**config.mk**
```make
export PLATFORM = sky130hd
export DESIGN_NAME = lpseq_core
export DESIGN_NICKNAME = d
export VERILOG_FILES = /design/src/rtl/lpseq_pkg.sv /design/src/rtl/lpseq_decode.sv /design/src/rtl/lpseq_pc.sv /design/src/rtl/lpseq_loopctr.sv /design/src/rtl/lpseq_opout.sv /design/src/rtl/lpseq_core.sv
export SDC_FILE = /design/constraint.sdc
export NUM_CORES = 1
export LEC_CHECK = 0
export ABC_AREA = 1
export BUFFER_PORTS_ARGS = -buffer_cell sky130_fd_sc_hd__buf_4
export CAP_MARGIN = 20
export CORE_ASPECT_RATIO = 0.75
export CORE_MARGIN = 2
export CORE_UTILIZATION = 50
export CTS_BUF_LIST = sky130_fd_sc_hd__clkbuf_8
export DETAILED_ROUTE_END_ITERATION = 16
export GPL_ROUTABILITY_DRIVEN = 0
export MAX_ROUTING_LAYER = met4
export PLACE_DENSITY = 0.78
export SLEW_MARGIN = 15
export SYNTH_ARGS = -nofsm -noshare
export SYNTH_HDL_FRONTEND = slang
export SYNTH_HIERARCHICAL = 1
export SYNTH_SLANG_ARGS = --single-unit
```
**constraint.sdc**
```tcl
create_clock -name clk -period 2.2 [get_ports clk]
set_input_delay 0.44 -clock clk [delete_from_list [all_inputs] [get_ports clk]]
set_output_delay 0.44 -clock clk [all_outputs]
set_load 0.005 [all_outputs]
```
**src/rtl/lpseq_pkg.sv**
```systemverilog
`timescale 1ns/1ps
package lpseq_pkg;

    localparam int CNT_W     = 8;   // loop counter width, one operand byte
    localparam int LOOP_CTRS = 2;   // number of hardware loop counters
    localparam int LEN_W     = 3;   // instruction length field, 1..6 bytes

    typedef enum logic [3:0] {
        CH_STOPPED          = 4'h0,
        CH_EXECUTING        = 4'h1,
        CH_CACHE_MISS       = 4'h2,
        CH_UPDATE_PC        = 4'h3,
        CH_WAIT_EVENT       = 4'h4,
        CH_BARRIER          = 4'h5,
        CH_QUEUE_BUSY       = 4'h6,
        CH_WAIT_PERIPH      = 4'h7,
        CH_KILLING          = 4'h8,
        CH_COMPLETING       = 4'h9,
        CH_FAULT_COMPLETING = 4'hE,
        CH_FAULTING         = 4'hF
    } chan_state_e;

    typedef enum logic [1:0] {
        MOP_NONE  = 2'd0,
        MOP_LOAD  = 2'd1,
        MOP_STORE = 2'd2,
        MOP_ZERO  = 2'd3
    } memop_e;

    typedef enum logic [2:0] {
        IC_BAD, IC_END, IC_KILL, IC_MEMOP, IC_SKIP, IC_LOOP, IC_LOOPEND, IC_MOVE
    } iclass_e;

    typedef enum logic [2:0] {
        PH_IDLE, PH_OPC, PH_ARG, PH_EXEC, PH_DONE, PH_FAULT
    } phase_e;

    typedef struct packed {
        iclass_e           cls;
        logic [LEN_W-1:0]  len;
        memop_e            mop;
        logic              burst;
        logic              sel;
        logic              counted;
    } idec_t;

    function automatic idec_t decode_op(input logic [7:0] b);
        idec_t r;
        r.cls     = IC_BAD;
        r.len     = LEN_W'(1);
        r.mop     = MOP_NONE;
        r.burst   = (b[1:0] == 2'b11);
        r.sel     = b[1];
        r.counted = 1'b0;
        case (b)
            8'h00: r.cls = IC_END;
            8'h01: r.cls = IC_KILL;
            8'h04, 8'h05, 8'h07: begin r.cls = IC_MEMOP; r.mop = MOP_LOAD;  end
            8'h08, 8'h09, 8'h0B: begin r.cls = IC_MEMOP; r.mop = MOP_STORE; end
            8'h0C:               begin r.cls = IC_MEMOP; r.mop = MOP_ZERO;  end
            8'h12, 8'h13, 8'h18: r.cls = IC_SKIP;
            8'h20, 8'h22: begin r.cls = IC_LOOP; r.len = LEN_W'(2); end
            8'h28, 8'h2C: begin
                r.cls = IC_LOOPEND; r.len = LEN_W'(2); r.sel = b[2];
            end
            8'h38, 8'h39, 8'h3B, 8'h3C, 8'h3D, 8'h3F: begin
                r.cls = IC_LOOPEND; r.len = LEN_W'(2); r.sel = b[2]; r.counted = 1'b1;
            end
            8'h25, 8'h27, 8'h29, 8'h2B, 8'h30, 8'h31, 8'h32,
            8'h34, 8'h35, 8'h36: begin r.cls = IC_SKIP; r.len = LEN_W'(2); end
            8'h54, 8'h56: begin r.cls = IC_SKIP; r.len = LEN_W'(3); end
            8'hBC:        begin r.cls = IC_MOVE; r.len = LEN_W'(6); end
            default: r.cls = IC_BAD;
        endcase
        return r;
    endfunction

endpackage

```
**src/rtl/lpseq_decode.sv**
```systemverilog
`timescale 1ns/1ps
module lpseq_decode
    import lpseq_pkg::*;
(
    input  logic [7:0] opc_i,
    output idec_t      dec_o
);
    assign dec_o = decode_op(opc_i);
endmodule

```
**src/rtl/lpseq_pc.sv**
```systemverilog
`timescale 1ns/1ps
module lpseq_pc #(
    parameter int ADDR_W = 12
) (
    input  logic              clk,
    input  logic              rst,
    input  logic              load_en,
    input  logic [ADDR_W-1:0] load_val,
    input  logic              mark_en,
    input  logic              step_en,
    input  logic              jump_en,
    input  logic [7:0]        jump_dist,
    output logic [ADDR_W-1:0] pc_o
);
    logic [ADDR_W-1:0] pc_q;
    logic [ADDR_W-1:0] ins_q;   // address of the opcode byte in flight

    always_ff @(posedge clk) begin
        if (rst) begin
            pc_q  <= '0;
            ins_q <= '0;
        end else begin
            if (mark_en)
                ins_q <= pc_q;
            if (load_en)
                pc_q <= load_val;
            else if (jump_en)
                pc_q <= ins_q - ADDR_W'(jump_dist);
            else if (step_en)
                pc_q <= pc_q + 1'b1;
        end
    end

    assign pc_o = pc_q;
endmodule

```
**src/rtl/lpseq_loopctr.sv**
```systemverilog
`timescale 1ns/1ps
module lpseq_loopctr #(
    parameter int NCTR = 2,
    parameter int CW   = 8,
    localparam int SELW = (NCTR > 1) ? $clog2(NCTR) : 1
) (
    input  logic            clk,
    input  logic            rst,
    input  logic [SELW-1:0] sel,
    input  logic            ld_en,
    input  logic [CW-1:0]   ld_val,
    input  logic            dec_en,
    output logic            zero_o
);
    logic [CW-1:0] cnt_q [NCTR];

    always_ff @(posedge clk) begin
        if (rst) begin
            for (int g = 0; g < NCTR; g++) cnt_q[g] <= '0;
        end else begin
            for (int g = 0; g < NCTR; g++) begin
                if (sel == SELW'(g)) begin
                    if (ld_en)
                        cnt_q[g] <= ld_val;
                    else if (dec_en && (cnt_q[g] != '0))
                        cnt_q[g] <= cnt_q[g] - 1'b1;
                end
            end
        end
    end

    assign zero_o = (cnt_q[sel] == '0);
endmodule

```
**src/rtl/lpseq_opout.sv**
```systemverilog
`timescale 1ns/1ps
module lpseq_opout
    import lpseq_pkg::*;
(
    input  logic   clk,
    input  logic   rst,
    input  logic   fire,
    input  memop_e mop,
    input  logic   burst,
    output logic   valid_o,
    output memop_e kind_o,
    output logic   burst_o
);
    always_ff @(posedge clk) begin
        if (rst) begin
            valid_o <= 1'b0;
            kind_o  <= MOP_NONE;
            burst_o <= 1'b0;
        end else begin
            valid_o <= fire;
            kind_o  <= fire ? mop : MOP_NONE;
            burst_o <= fire & burst;
        end
    end
endmodule

```
**src/rtl/lpseq_core.sv**
```systemverilog
`timescale 1ns/1ps
module lpseq_core
    import lpseq_pkg::*;
#(
    parameter int ADDR_W = 12
) (
    input  logic              clk,
    input  logic              rst,
    input  logic              start_i,
    input  logic [ADDR_W-1:0] start_addr_i,
    output logic [ADDR_W-1:0] fetch_addr_o,
    input  logic [7:0]        fetch_data_i,
    output logic              op_valid_o,
    output logic [1:0]        op_kind_o,
    output logic              op_burst_o,
    output logic [3:0]        chan_state_o,
    output logic              fault_o
);
    localparam int SELW = (LOOP_CTRS > 1) ? $clog2(LOOP_CTRS) : 1;

    phase_e           phase_q, phase_d;
    idec_t            dec_q, dec_now;
    logic [7:0]       arg0_q;
    logic [LEN_W-1:0] left_q;
    logic             kill_q;

    logic pc_load, pc_mark, pc_step, pc_jump;
    logic ctr_ld, ctr_dec, ctr_zero;
    logic op_fire;
    memop_e op_kind;

    lpseq_decode u_dec (
        .opc_i (fetch_data_i),
        .dec_o (dec_now)
    );

    lpseq_pc #(.ADDR_W(ADDR_W)) u_pc (
        .clk       (clk),
        .rst       (rst),
        .load_en   (pc_load),
        .load_val  (start_addr_i),
        .mark_en   (pc_mark),
        .step_en   (pc_step),
        .jump_en   (pc_jump),
        .jump_dist (arg0_q),
        .pc_o      (fetch_addr_o)
    );

    lpseq_loopctr #(.NCTR(LOOP_CTRS), .CW(CNT_W)) u_ctr (
        .clk    (clk),
        .rst    (rst),
        .sel    (SELW'(dec_q.sel)),
        .ld_en  (ctr_ld),
        .ld_val (arg0_q),
        .dec_en (ctr_dec),
        .zero_o (ctr_zero)
    );

    lpseq_opout u_op (
        .clk     (clk),
        .rst     (rst),
        .fire    (op_fire),
        .mop     (dec_q.mop),
        .burst   (dec_q.burst),
        .valid_o (op_valid_o),
        .kind_o  (op_kind),
        .burst_o (op_burst_o)
    );

    assign op_kind_o = op_kind;

    always_comb begin
        phase_d = phase_q;
        pc_load = 1'b0;
        pc_mark = 1'b0;
        pc_step = 1'b0;
        pc_jump = 1'b0;
        ctr_ld  = 1'b0;
        ctr_dec = 1'b0;
        op_fire = 1'b0;
        case (phase_q)
            PH_IDLE: begin
                if (start_i) begin
                    pc_load = 1'b1;
                    phase_d = PH_OPC;
                end
            end
            PH_OPC: begin
                pc_mark = 1'b1;
                if (dec_now.cls == IC_BAD) begin
                    phase_d = PH_FAULT;
                end else begin
                    pc_step = 1'b1;
                    phase_d = (dec_now.len == LEN_W'(1)) ? PH_EXEC : PH_ARG;
                end
            end
            PH_ARG: begin
                pc_step = 1'b1;
                if (left_q == LEN_W'(1))
                    phase_d = PH_EXEC;
            end
            PH_EXEC: begin
                phase_d = PH_OPC;
                case (dec_q.cls)
                    IC_END, IC_KILL: phase_d = PH_DONE;
                    IC_MEMOP:        op_fire = 1'b1;
                    IC_SKIP:         ;
                    IC_LOOP:         ctr_ld  = 1'b1;
                    IC_LOOPEND: begin
                        if (dec_q.counted) begin
                            ctr_dec = 1'b1;
                            pc_jump = !ctr_zero;
                        end else begin
                            pc_jump = 1'b1;
                        end
                    end
                    IC_MOVE: begin
                        if (arg0_q > 8'd2)
                            phase_d = PH_FAULT;
                    end
                    default: phase_d = PH_FAULT;
                endcase
            end
            PH_DONE:  phase_d = PH_IDLE;
            PH_FAULT: phase_d = PH_FAULT;
            default:  phase_d = PH_FAULT;
        endcase
    end

    always_ff @(posedge clk) begin
        if (rst) begin
            phase_q <= PH_IDLE;
            dec_q   <= '0;
            arg0_q  <= '0;
            left_q  <= '0;
            kill_q  <= 1'b0;
        end else begin
            phase_q <= phase_d;
            if (phase_q == PH_OPC) begin
                dec_q  <= dec_now;
                left_q <= dec_now.len - LEN_W'(1);
            end
            if (phase_q == PH_ARG) begin
                left_q <= left_q - LEN_W'(1);
                if (left_q == dec_q.len - LEN_W'(1))
                    arg0_q <= fetch_data_i;
            end
            if (phase_q == PH_EXEC)
                kill_q <= (dec_q.cls == IC_KILL);
        end
    end

    chan_state_e state_w;
    always_comb begin
        case (phase_q)
            PH_IDLE:                  state_w = CH_STOPPED;
            PH_OPC, PH_ARG, PH_EXEC:  state_w = CH_EXECUTING;
            PH_DONE:                  state_w = kill_q ? CH_KILLING : CH_COMPLETING;
            default:                  state_w = CH_FAULTING;
        endcase
    end

    assign chan_state_o = state_w;
    assign fault_o      = (phase_q == PH_FAULT);
endmodule

```
* After elaboration in Yosys (flattened, before gate mapping) *
Memories as Yosys holds them, arrays and structs flattened. A register that Yosys moved wholly into a read port is not among the register bits.
Cells that the tools add are included.

word-level totals
  bits in writable memories = 16
  word-level logic and storage cells = 167
  output and inout bits = 21
  input bits = 23
  register bits after elaboration = 54
  memories = 1

memories
  name         depth  bits a word  rd ports  clocked after Yosys merged registers in  write ports  RTL line             RTL
  u_ctr.cnt_q  2      8            3         1                                        2            lpseq_loopctr.sv:15  logic [CW-1:0] cnt_q [NCTR];

cells by class
  $lt $le $gt $ge = 1
  add/sub/neg operators = 7
  mux-type cells = 59
  reduce and logical (&&, ||, !) cells = 26
  equality and inequality tests = 52
  bitwise logic cells = 6

operators by type and width
  kind                     count
  $eq A8 B6 Y1 const B     20
  $mux W1                  39
  $mux W12                 3
  $eq A8 B4 Y1 const B     4
  $mux W8                  4
  $eq A8 B3 Y1 const B     3
  $eq A8 B5 Y1 const B     3
  $pmux W3 S7              1
  $reduce_or A20 Y1        1
  $eq A3 B3 Y1 const B     6
  $mux W3                  6
  $pmux W3 S3              2
  $eq A8 B7 Y1 const B     2
  $logic_not A8 Y1         2
  $reduce_bool A8 Y1       2
  $sub A8 B1 Y8 const B    2
  $pmux W3 S5              1
  $reduce_or A15 Y1        1
  $add A12 B1 Y12 const B  1
  $eq A3 B1 Y1 const B     4
  $eq A3 B2 Y1 const B     4
  $pmux W4 S3              1
  $sub A12 B8 Y12          1
  $reduce_or A3 Y1         3
  23 further kinds         35

* Longest topological paths before layout *
  word-level depth = 10
  gate-level depth with buffers = 16
  gate-level depth less buffers = 15

* By module *
Netlist, hierarchy kept.

modules (own cells, without submodules)
  module         sequential area each (um2)  cells an instance  area an instance (um2)  times used
  lpseq_pc       480.5                       290                1796.7                  1
  lpseq_core     520.5                       215                1475.2                  1
  lpseq_loopctr  480.5                       148                1173.6                  1
  lpseq_decode   0.0                         74                 366.6                   1
  lpseq_opout    80.1                        13                 116.4                   1

* Worst setup path before layout *
Ideal clock, no wire load.

  kind = input port to flip-flop
  start point = input fetch_data_i[3]
  end point = register u_pc.pc_q[7], in the netlist u_pc/pc_o[7]
  data arrival time = 2.049 ns
  data required time = 2.091 ns
  stages on the path = 15
  slack = 0.042 ns
  setup time = 0.109 ns
  path through = buf_4 inv_1 nand2_1 nor2_1 nand2_1 nand3_1 nor2_4 nand3b_1 nor2_1 a31oi_2 nor3_2 inv_1 o221ai_1 a31o_1 inv_1

RTL lines
  element                 RTL line          RTL
  start: declaration      lpseq_core.sv:12  input logic [7:0] fetch_data_i,
  end signal: assignment  lpseq_pc.sv:26    pc_q <= load_val;
  end signal: assignment  lpseq_pc.sv:28    pc_q <= ins_q - ADDR_W'(jump_dist);
  end signal: assignment  lpseq_pc.sv:30    pc_q <= pc_q + 1'b1;
  end: declaration        lpseq_pc.sv:15    logic [ADDR_W-1:0] pc_q;

* Final worst setup path *
  start point = register arg0_q[1]
  end point = register u_pc.pc_q[8], in the netlist u_pc/pc_o[8]

between the ends
  longest elaborated chain between the ends = 3

ends and longest elaborated chain
  element                   RTL line           RTL
  start: declaration        lpseq_core.sv:23   logic [7:0] arg0_q;
  start signal: assignment  lpseq_core.sv:146  arg0_q <= fetch_data_i;
  $sub A12 B8 Y12           lpseq_pc.sv:28
  $mux W12                  lpseq_pc.sv:27     else if (jump_en)
  $mux W12                  lpseq_pc.sv:25     if (load_en)

Every way passes these cells.
A chain may end at the register's enable or synchronous reset.

==> results.md <==
* Post-Syn Area at 4928 µm²
* # hold bufs at CTS at 0
* Ant diodes at 0
* Chip height at 89.98 µm
* Peak VDD IR at 0.4811 mV
* Syn Area/Cell at 6.660 µm²
* All-Layer GR Usage at 25.21%
* Least-Margin Pin Slew at 0.5862 ns
* Worst Setup Path Type: reg -> reg
* Layout cell share with drive strength beyond 1 at 21.58%
* Routed len/inst at 13.66 µm
* GR Layer Usage met3 at roughly 4.5%
* Synthesized net count at 781
* Endpoint class of the critical path: flop
* Achievable Freq at 479.4 MHz
* Initial Util at 51.24%
* Hpwl dp at 9.828 mm
* Async SR Flop Fraction at 0%
* DRC at 0
* Pre-Repair DR Iteration Count at 5
* CTS Buf Count at 9
* Clock transition at path regs at 0.08 ns
* CP Cell Sequence: inv_1, fa_1, nand3_1, nand3_1, nand4_1, nand2_1, nand2_1, nand3_1, nand2_1, nand2_1, a21oi_1
* Synth top area share at 21.93%
* GRT overflow at 0
* Post-route ant nets at 0
* Detail-routed via count per cell at 5.304
* Yosys warning count at 6
* Layout Utilization at 61.04%
* Via count at 5076
* Reg area at 1563 µm²
* Worst min path class: in -> reg
* Setup TNS at 0 ns
* Critical Path Most Common Cell: nand2_1
* Crit-path max cell delay at 0.50 ns
* Clk sinks at 70
* WL final at 13.07 mm
* Core ar. at 9619 µm²
* Fin. Hold Viols at 0
* Grt met2 use at 37.93%
* CTS tree: yes
* P&R area growth vs syn at 19.14%
* CTS H-tree depth at 3
* Met1 GRT Util at approximately a third
* Dominant synthesized flop cell: dfxtp_1
* Area leader, netlist: dfxtp_1
* Initial antenna violation count at 0
* Clock Latency Late Sink at 0.37 ns
* Pleak at 0.002774 µW
* Critical-path top delay cell: fa_1
* PD cells at 793.6 nW/µm²
* Multi-input combinational cell area at about 2900 µm²
* Clock Skews at around 0.013 ns
* Power, Total at 4660 µW
* Vias in the first global route at approximately 4.6k
* Final cycle utilization of the critical path at ~95%
* Final #Nets at 861
* MaxCap Viol Count at 0
* Root buf cell: clkbuf_8
* Required @ worst endpoint at around 2.5 ns
* I/O pins at between 40 and 50
* Deepest clock path buffer count at 2
* DRT iter0 DRCs at 494
* Startpoint Class: flop
* First-pass GRT wire length at 21.31 mm
* Min Tclk post-route at 2.086 ns
* Die area at between 10000 and 15000 µm²
* EDFF count, synth at 16
* Sequential element share of the synthesized area at 31.68%
* Max Slew Vio Count at 0
* Register bit total from synthesis at 70
* Largest net degree at the start of global routing at 27
* Final setup violation count at 0
* Cells after Synth at 740
* Crit Path Max Fanout at 5
* Width of the die at 118.6 µm
* Synth unique cells at 50
* Port-buffer cells at 43
* Outcome: complete, no violations
* Max transition margin at 60.62%
* Main area contributors after synthesis: dfxtp_1, nand2_1, edfxtp_1
* Fillcell total at 879
* Number of core rows at 31
* WP data arrival at ~2.4 ns
* Layer with the highest usage: met2
## what timing repair did
| action | 4_1_cts | 5_1_grt |
|---|---|---|
| endpoints found under the setup margin | 1 | 12 |
| buffers inserted | 0 | 4 |
| resized for setup | 1 | 11 |
| cloned | 0 | 0 |
## stage by stage
step / instance area, µm² / hold WS, ns / setup WS (ns) / std cells
floorplan: 4928 / 0.4082 / 0.04172 / 740
global placement: 5600 / 0.4228 / -0.08812 / 937
detailed placement: 5600 / 0.4300 / -0.2186 / 937
CTS: 5802 / 0.3545 / 0.08471 / 953
global route: 5872 / 0.3599 / -0.003243 / 957
finish: 5872 / 0.3639 / 0.1142 / 957
## layer usage
layer,vias to the layer above,wire [µm]
li1,2528,-
met1,2318,6138
met2,214,5870
met3,16,909
met4,0,154
met5,-,0
## power breakdown
group	switching, µW	internal, µW
clock network	520	551
logic	1210	715
registers	176	1490
## worst max-delay path: cells and delay by family, from the launching register on
kind	cells	cell delay, ns
simple gates	8	0.79
fa+ha+maj	1	0.50
flops	1	0.48
buf+inv	1	0.13
compound gates	1	0.11
## area by class of cell
| cell class | count | share of cell area (%) |
|---|---|---|
| inverters | 113 | 7.351 |
| repair buffers | 85 | 10.87 |
| well taps | 132 | 2.813 |
| multi-input cells | 541 | 48.99 |
| flip-flops and latches | 70 | 26.61 |
| clock buffers | 10 | 2.344 |
| clock inverters | 6 | 1.023 |
## cell usage after synthesis, types with 2 or more instances
library cell,number
nand2_1,171
xnor2_1,5
ha_1,17
a21oi_1,45
o21ai_1,5
buf_4,2
nand3_1,62
dfxtp_1,54
buf_2,3
nand3b_1,2
a21oi_2,5
edfxtp_1,16
xor2_1,7
nand2_2,15
inv_1,101
nand2_4,6
o21ai_0,36
a31oi_1,2
buf_6,2
o22ai_1,2
nor2_4,8
nor3_1,5
nor2_2,11
inv_2,10
o211ai_1,2
o21bai_1,2
clkbuf_1,6
nor2_1,100
nand4_1,10
and2_1,2
nand3_2,3
nor3_2,2
o221ai_1,4
## final timing paths
check	start	endpoint	slack [ns]	depth (start not counted)
max	arg0_q[1]	u_pc/pc_o[8]	0.11	11
min	start_addr_i[2]	u_pc/pc_o[2]	0.36	3
max reg2reg	arg0_q[1]	u_pc/pc_o[8]	0.11	11
min reg2reg	dec_q[3]	u_op/kind_o[0]	0.44	2
## layout by cell type (no fill, tap or decap), types with 2 or more instances in the layout
master,n
inv_2,11
nand2_2,15
a21oi_2,6
dfxtp_1,53
nand3_2,3
and2_1,2
o21bai_1,2
ha_1,17
nand3_1,62
o211ai_1,2
nand4_1,10
nand3b_1,2
nor2_1,97
inv_4,2
clkinv_2,4
a21oi_1,43
nor2_4,10
o221ai_1,4
o21ai_0,36
buf_4,85
o21ai_1,5
a31oi_1,2
o22ai_1,2
inv_1,99
nand2_1,171
clkbuf_8,10
xnor2_1,5
nor3_1,5
nor2_2,12
edfxtp_1,16
nand2_4,6
xor2_1,7
## flip-flops by register name, indices dropped and copies added, names as in the netlist
| signal | count |
|---|---|
| u_ctr/cnt_q | 16 |
| u_pc/ins_q | 12 |
| u_pc/pc_o | 12 |
| dec_q | 11 |
| arg0_q | 8 |
| left_q | 3 |
| phase_q | 3 |
| u_op/kind_o | 2 |
| kill_q | 1 |
| u_op/burst_o | 1 |
| u_op/valid_o | 1 |
## logic make-up (layout without fill, tap and decap cells)
| logic type | after synthesis | after routing | share of synthesized area [%] |
|---|---|---|---|
| AOI/OAI and AO/OA | 107 | 107 | 12.29 |
| and+or+nand+nor | 404 | 404 | 38.31 |
| xor gates and xnor gates | 12 | 12 | 2.133 |
| adders and majority gates | 18 | 18 | 4.722 |
| buffers and inverters | 129 | 214 | 10.87 |
| DFF | 70 | 70 | 31.68 |
Power figures use the tool's default switching activity.
